<file path="src/rtl/csm_pkg.sv">
package csm_pkg;
   // selects how the two-bit merge cell is expressed
   localparam int CSM_ADD_GATES = 0;
   localparam int CSM_ADD_ARITH = 1;

   typedef struct packed {
      logic s0;   // weight 1
      logic s1;   // weight 2
      logic c0;   // weight 2
   } csm_grp_t;

   typedef struct packed {
      logic hi;
      logic lo;
   } csm_pair_t;
endpackage

</file>
<file path="src/rtl/csm_pair_adder.sv">
module csm_pair_adder
   import csm_pkg::*;
#(
   parameter int ADD_IMPL = CSM_ADD_GATES
) (
   input  csm_grp_t  grp,
   input  logic      cin,
   output csm_pair_t pair,
   output logic      cout
);
   generate
      if (ADD_IMPL == CSM_ADD_GATES) begin : g_gates
         logic h_carry;
         logic x_upper;
         always_comb begin
            h_carry = grp.s0 & cin;
            x_upper = grp.s1 ^ grp.c0;
            pair.lo = grp.s0 ^ cin;
            pair.hi = x_upper ^ h_carry;
            cout    = (grp.s1 & grp.c0) | (h_carry & x_upper);
         end
      end else if (ADD_IMPL == CSM_ADD_ARITH) begin : g_arith
         logic [2:0] total;
         always_comb begin
            total   = 3'(grp.s0) + 3'(cin) + (3'(grp.s1) << 1) + (3'(grp.c0) << 1);
            pair.lo = total[0];
            pair.hi = total[1];
            cout    = total[2];
         end
      end else begin : g_bad_impl
         $error("csm_pair_adder: unknown ADD_IMPL %0d", ADD_IMPL);
      end
   endgenerate
endmodule

</file>
<file path="src/rtl/csm_group_ctrl.sv">
module csm_group_ctrl #(
   parameter int PAIRS = 8,
   localparam int CNT_W = $clog2(PAIRS + 1)
) (
   input  logic clk,
   input  logic rst_n,
   input  logic in_valid,
   input  logic in_first,
   input  logic cout,
   output logic cin,
   output logic done
);
   logic [CNT_W-1:0] cnt_q;
   logic [CNT_W-1:0] cnt_next;
   logic             carry_q;
   logic             done_q;
   logic             fresh;
   logic             last;

   always_comb begin
      fresh    = in_first || (cnt_q == '0);
      cin      = fresh ? 1'b0 : carry_q;
      cnt_next = in_first ? CNT_W'(1) : cnt_q + CNT_W'(1);
      last     = (cnt_next == CNT_W'(PAIRS));
   end

   always_ff @(posedge clk or negedge rst_n) begin
      if (!rst_n) begin
         cnt_q   <= '0;
         carry_q <= 1'b0;
         done_q  <= 1'b0;
      end else begin
         done_q <= in_valid && last;
         if (in_valid) begin
            if (last) begin
               cnt_q   <= '0;
               carry_q <= 1'b0;
            end else begin
               cnt_q   <= cnt_next;
               carry_q <= cout;
            end
         end
      end
   end

   assign done = done_q;
endmodule

</file>
<file path="src/rtl/csm_pair_shifter.sv">
module csm_pair_shifter
   import csm_pkg::*;
#(
   parameter int PAIRS = 8,
   localparam int W = 2 * PAIRS
) (
   input  logic      clk,
   input  logic      rst_n,
   input  logic      shift_en,
   input  csm_pair_t pair_in,
   output logic [W-1:0] word
);
   genvar g;
   generate
      for (g = 0; g < PAIRS; g++) begin : g_slot
         logic [1:0] slot_q;
         logic [1:0] slot_d;
         if (g == PAIRS - 1) begin : g_top
            assign slot_d = {pair_in.hi, pair_in.lo};
         end else begin : g_mid
            assign slot_d = word[2*g+3:2*g+2];
         end
         always_ff @(posedge clk or negedge rst_n) begin
            if (!rst_n) begin
               slot_q <= 2'b00;
            end else if (shift_en) begin
               slot_q <= slot_d;
            end
         end
         assign word[2*g+1:2*g] = slot_q;
      end
   endgenerate
endmodule

</file>
<file path="src/rtl/csm_merge_deser.sv">
module csm_merge_deser
   import csm_pkg::*;
#(
   parameter int A_W      = 8,
   parameter int B_W      = 8,
   parameter int ADD_IMPL = CSM_ADD_GATES,
   localparam int P_W     = A_W + B_W,
   localparam int PAIRS   = P_W / 2
) (
   input  logic           clk,
   input  logic           rst_n,
   input  logic           in_valid,
   input  logic           in_first,
   input  logic           in_s0,
   input  logic           in_s1,
   input  logic           in_c0,
   output logic [P_W-1:0] prod,
   output logic           done
);
   generate
      if ((P_W % 2) != 0) begin : g_odd_width
         $error("csm_merge_deser: A_W + B_W must be even, got %0d", P_W);
      end
      if (P_W < 4) begin : g_narrow
         $error("csm_merge_deser: product width must be at least 4, got %0d", P_W);
      end
   endgenerate

   csm_grp_t  grp;
   csm_pair_t pair;
   logic      cin;
   logic      cout;

   assign grp = '{s0: in_s0, s1: in_s1, c0: in_c0};

   csm_pair_adder #(.ADD_IMPL(ADD_IMPL)) u_adder (
      .grp  (grp),
      .cin  (cin),
      .pair (pair),
      .cout (cout)
   );

   csm_group_ctrl #(.PAIRS(PAIRS)) u_ctrl (
      .clk      (clk),
      .rst_n    (rst_n),
      .in_valid (in_valid),
      .in_first (in_first),
      .cout     (cout),
      .cin      (cin),
      .done     (done)
   );

   csm_pair_shifter #(.PAIRS(PAIRS)) u_shift (
      .clk      (clk),
      .rst_n    (rst_n),
      .shift_en (in_valid),
      .pair_in  (pair),
      .word     (prod)
   );
endmodule

</file>
<file path="config.mk">
export PLATFORM = sky130hd
export DESIGN_NAME = csm_merge_deser
export DESIGN_NICKNAME = d
export VERILOG_FILES = /design/src/rtl/csm_pkg.sv /design/src/rtl/csm_pair_adder.sv /design/src/rtl/csm_group_ctrl.sv /design/src/rtl/csm_pair_shifter.sv /design/src/rtl/csm_merge_deser.sv
export SDC_FILE = /design/constraint.sdc
export NUM_CORES = 1
export LEC_CHECK = 0
export BUFFER_PORTS_ARGS = -buffer_cell sky130_fd_sc_hd__buf_4
export CAP_MARGIN = 20
export CORE_UTILIZATION = 55
export CTS_CLUSTER_DIAMETER = 30
export DETAILED_ROUTE_END_ITERATION = 8
export GPL_ROUTABILITY_DRIVEN = 0
export PLACE_DENSITY = 0.92
export SLEW_MARGIN = 20
export SYNTH_ARGS = -nofsm -noshare
export SYNTH_HDL_FRONTEND = slang
export SYNTH_HIERARCHICAL = 1
export SYNTH_SLANG_ARGS = --single-unit
</file>
<file path="constraint.sdc">
create_clock -name clk -period 3.9 [get_ports clk]
set_clock_uncertainty 0.2 [all_clocks]
set_input_delay 0.39 -clock clk [delete_from_list [all_inputs] [get_ports clk]]
set_output_delay 0.39 -clock clk [all_outputs]
set_load 0.05 [all_outputs]
</file>
==> metrics.csv <==
metric;value;unit
status;completed;
fillers;124;
overflow;0;
diodes;0;
setup_violations;0;
setup_ws;1.55;ns
synth_flop_cell;dfrtp_1;
wirelength;1830;µm
synthTopCellsByArea;dfrtp_1 53%, mux2_4 14%, mux2_2 6.5%;
dieWidth;45.5;µm
fin_nets;111;
cts-root-buf;clkbuf_4;
coreArea;1750;µm²
crit_path_max_incr_delay;0.47;ns
ys_seq_area_frac;0.530;
avgSynthCellArea;14.0;µm²
cts_tree;done;
dp_hpwl;1210;µm
final_antenna_net_count;0;
p_leak;0.629;nW
grtUsageTotal;0.200;
wl_per_cell;14.7;µm
vias_per_cell;5.05;
syn-cell-area;1040;µm²
slowest_stage;fa_1;
tightest_slew;0.342;ns
relSlewSlack;0.772;
drcViolationCount;0;
io_pins;24;
max-vdd-ir-drop;0.378;mV
rsz0062_at_grt;no;
async_flop_share;1.00;
synth.distinct_cells;26;
cp.arrival;2.35;ns
finalCriticalPeriod;2.35;ns
cts-buffers-inserted;3;
grt_max_degree;25;
path_cells;inv_2 > ha_1 > a311oi_1 > ha_1 > inv_1 > fa_1 > inv_1 > mux2_4;
clockBufferDepth;2;
crit_required;3.90;ns
synth_top_cell_area_share;0.530;
grt_antenna_before_repair;0;
die_h;45.5;µm
drtPass1Iterations;4;
slew_violations;0;
hold_slack;0.0857;ns
finalSetupTns;0;ns
clock_latency;0.30;ns
netlist_top_cells_count;22 x dfrtp_1, 10 x mux2_4, 9 x inv_1, 6 x mux2_2, 3 x ha_1;
start_kind;register;
syn_to_final_growth;22.2;%
via_count;626;
critical_path_class;register to register;
finalCritPeriodShare;0.602;
netlist_instances;74;
dieArea;2070;µm²
yosysWarnings;6;
cts_sinks;22;
p_per_area;768;nW/µm²
grt_pass1_vias;626;
ys_seq_elements;22;
critical_path.max_fanout;5;
port_buffers;23;
dp_cells;119;
path_buf_inv;3;
fmax;426;MHz
drt_iter0_markers;6;
grt_pass1_wl;2820;µm
synth_top_cell_by_area;dfrtp_1;
synth_fp_nets;85;
drive_gt1_frac;0.455;
end_kind;register;
maxCapViolCount;0;
final_cells;124;
hold_path.class;input pin to register;
clkTransAtPathRegs;0.12;ns
rows;15;
htree_levels;1;
place_ws;1.65;ns
synth-edff-count;0;
critPathTopFamily;adder cells;
cts_setup_buffers;0;
finalHoldViolations;0;
yosys.cell_count.top_type;dfrtp_1;
initial_core_util;0.595;
-- worst reg2reg max path, cell delays in order (launching register included) --
cell and delay, ns:
dfrtp_1 0.45, inv_2 0.07, ha_1 0.19, a311oi_1 0.33, ha_1 0.21, inv_1 0.06, fa_1 0.47, inv_1 0.04
mux2_4 0.24
-- report_power, final --
part	leakage [nW]	total [W]	switching, W	internal (W)
Clock	0.0279	0.000173	0.0000690	0.000104
Sequential	0.265	0.000348	0.0000537	0.000294
Combinational	0.336	0.000453	0.000287	0.000166
Total	0.629	0.000974	0.000410	0.000564
-- per-stage QoR --
stage	utilization	instance area, µm²	power [W]
floorplan	-	1040	0.000673
global placement	0.691	1210	0.000789
detailed placement	0.691	1210	0.000802
CTS	0.727	1270	0.000977
global route	0.727	1270	0.00102
finish	0.727	1270	0.000974
-- layout by cell type (no fill, tap or decap) --
master and n:
buf_4 23, dfrtp_1 22, mux2_4 10, inv_1 9, mux2_2 6, clkbuf_4 3, ha_1 3, xnor2_1 2
nor2b_1 2, a21oi_1 2, bufinv_16 1, dlygate4sd3_1 1, fa_1 1, inv_2 1, nand3_1 1, and2b_1 1
nor4_4 1, and3_1 1, a311oi_1 1, o22ai_1 1, nand2b_1 1, o32ai_1 1, mux2i_1 1, a31oi_1 1
nand2_1 1, o21ai_0 1, nor2_1 1
-- registers in the layout, summed over array words and instances, names as in the netlist --
register and flops:
u_shift/g_slot.slot_d 14, u_ctrl/cnt_q 4, u_shift/g_slot.slot_q 2, u_ctrl/carry_q 1, u_ctrl/done 1
-- timing repair --
action                                  in CTS  in global routing
resized for setup                            0                  0
endpoints found under the setup margin       0                  0
hold buffers                                 1                  0
endpoints found under the hold margin       22                  0
-- area by class of cell --
class	count	area, µm²	share of cell area
clock buffers	3	22.5	0.0178
clock inverters	1	30.0	0.0237
inverters	10	37.5	0.0296
multi-input cells	39	414	0.326
flip-flops and latches	22	551	0.434
well taps	25	31.3	0.0247
repair buffers	24	183	0.144
-- cells by family after synthesis --
family          after synthesis  synth area share
compound gates                7            0.0434
xor+xnor                      2            0.0169
buf+inv                      13            0.0711
flops                        22             0.530
simple gates                  9            0.0639
mux                          17             0.219
fa+ha+maj                     4            0.0554
-- path summary, 6_finish.rpt --
kind,from,end,slack [ns],cells after the start
max,u_ctrl/cnt_q[0]$_DFFE_PN0P_,u_shift/g_slot[6].slot_d[1]$_DFFE_PN0P_,1.55,8
min,in_first,u_ctrl/cnt_q[2]$_DFFE_PN0P_,0.09,2
max reg2reg,u_ctrl/cnt_q[0]$_DFFE_PN0P_,u_shift/g_slot[6].slot_d[1]$_DFFE_PN0P_,1.55,8
min reg2reg,u_shift/g_slot[0].slot_q[0]$_DFFE_PN0P_,u_shift/g_slot[0].slot_q[0]$_DFFE_PN0P_,0.34,1
max in group asynchronous,rst_n,u_shift/g_slot[4].slot_d[0]$_DFFE_PN0P_,2.99,2
min in group asynchronous,rst_n,u_ctrl/cnt_q[3]$_DFFE_PN0P_,0.29,2
-- layer usage --
| layer | vias to the layer above | track usage | part of all wire |
|---|---|---|---|
| met4 | 0 | 0.127 | 0.020 |
| met3 | 4 | 0.0238 | 0.023 |
| li1 | 300 | - | - |
| met2 | 14 | 0.351 | 0.52 |
| met1 | 308 | 0.227 | 0.44 |
| met5 | - | 0 | 0 |
Note: power is estimated with default switching activity, not from simulation.
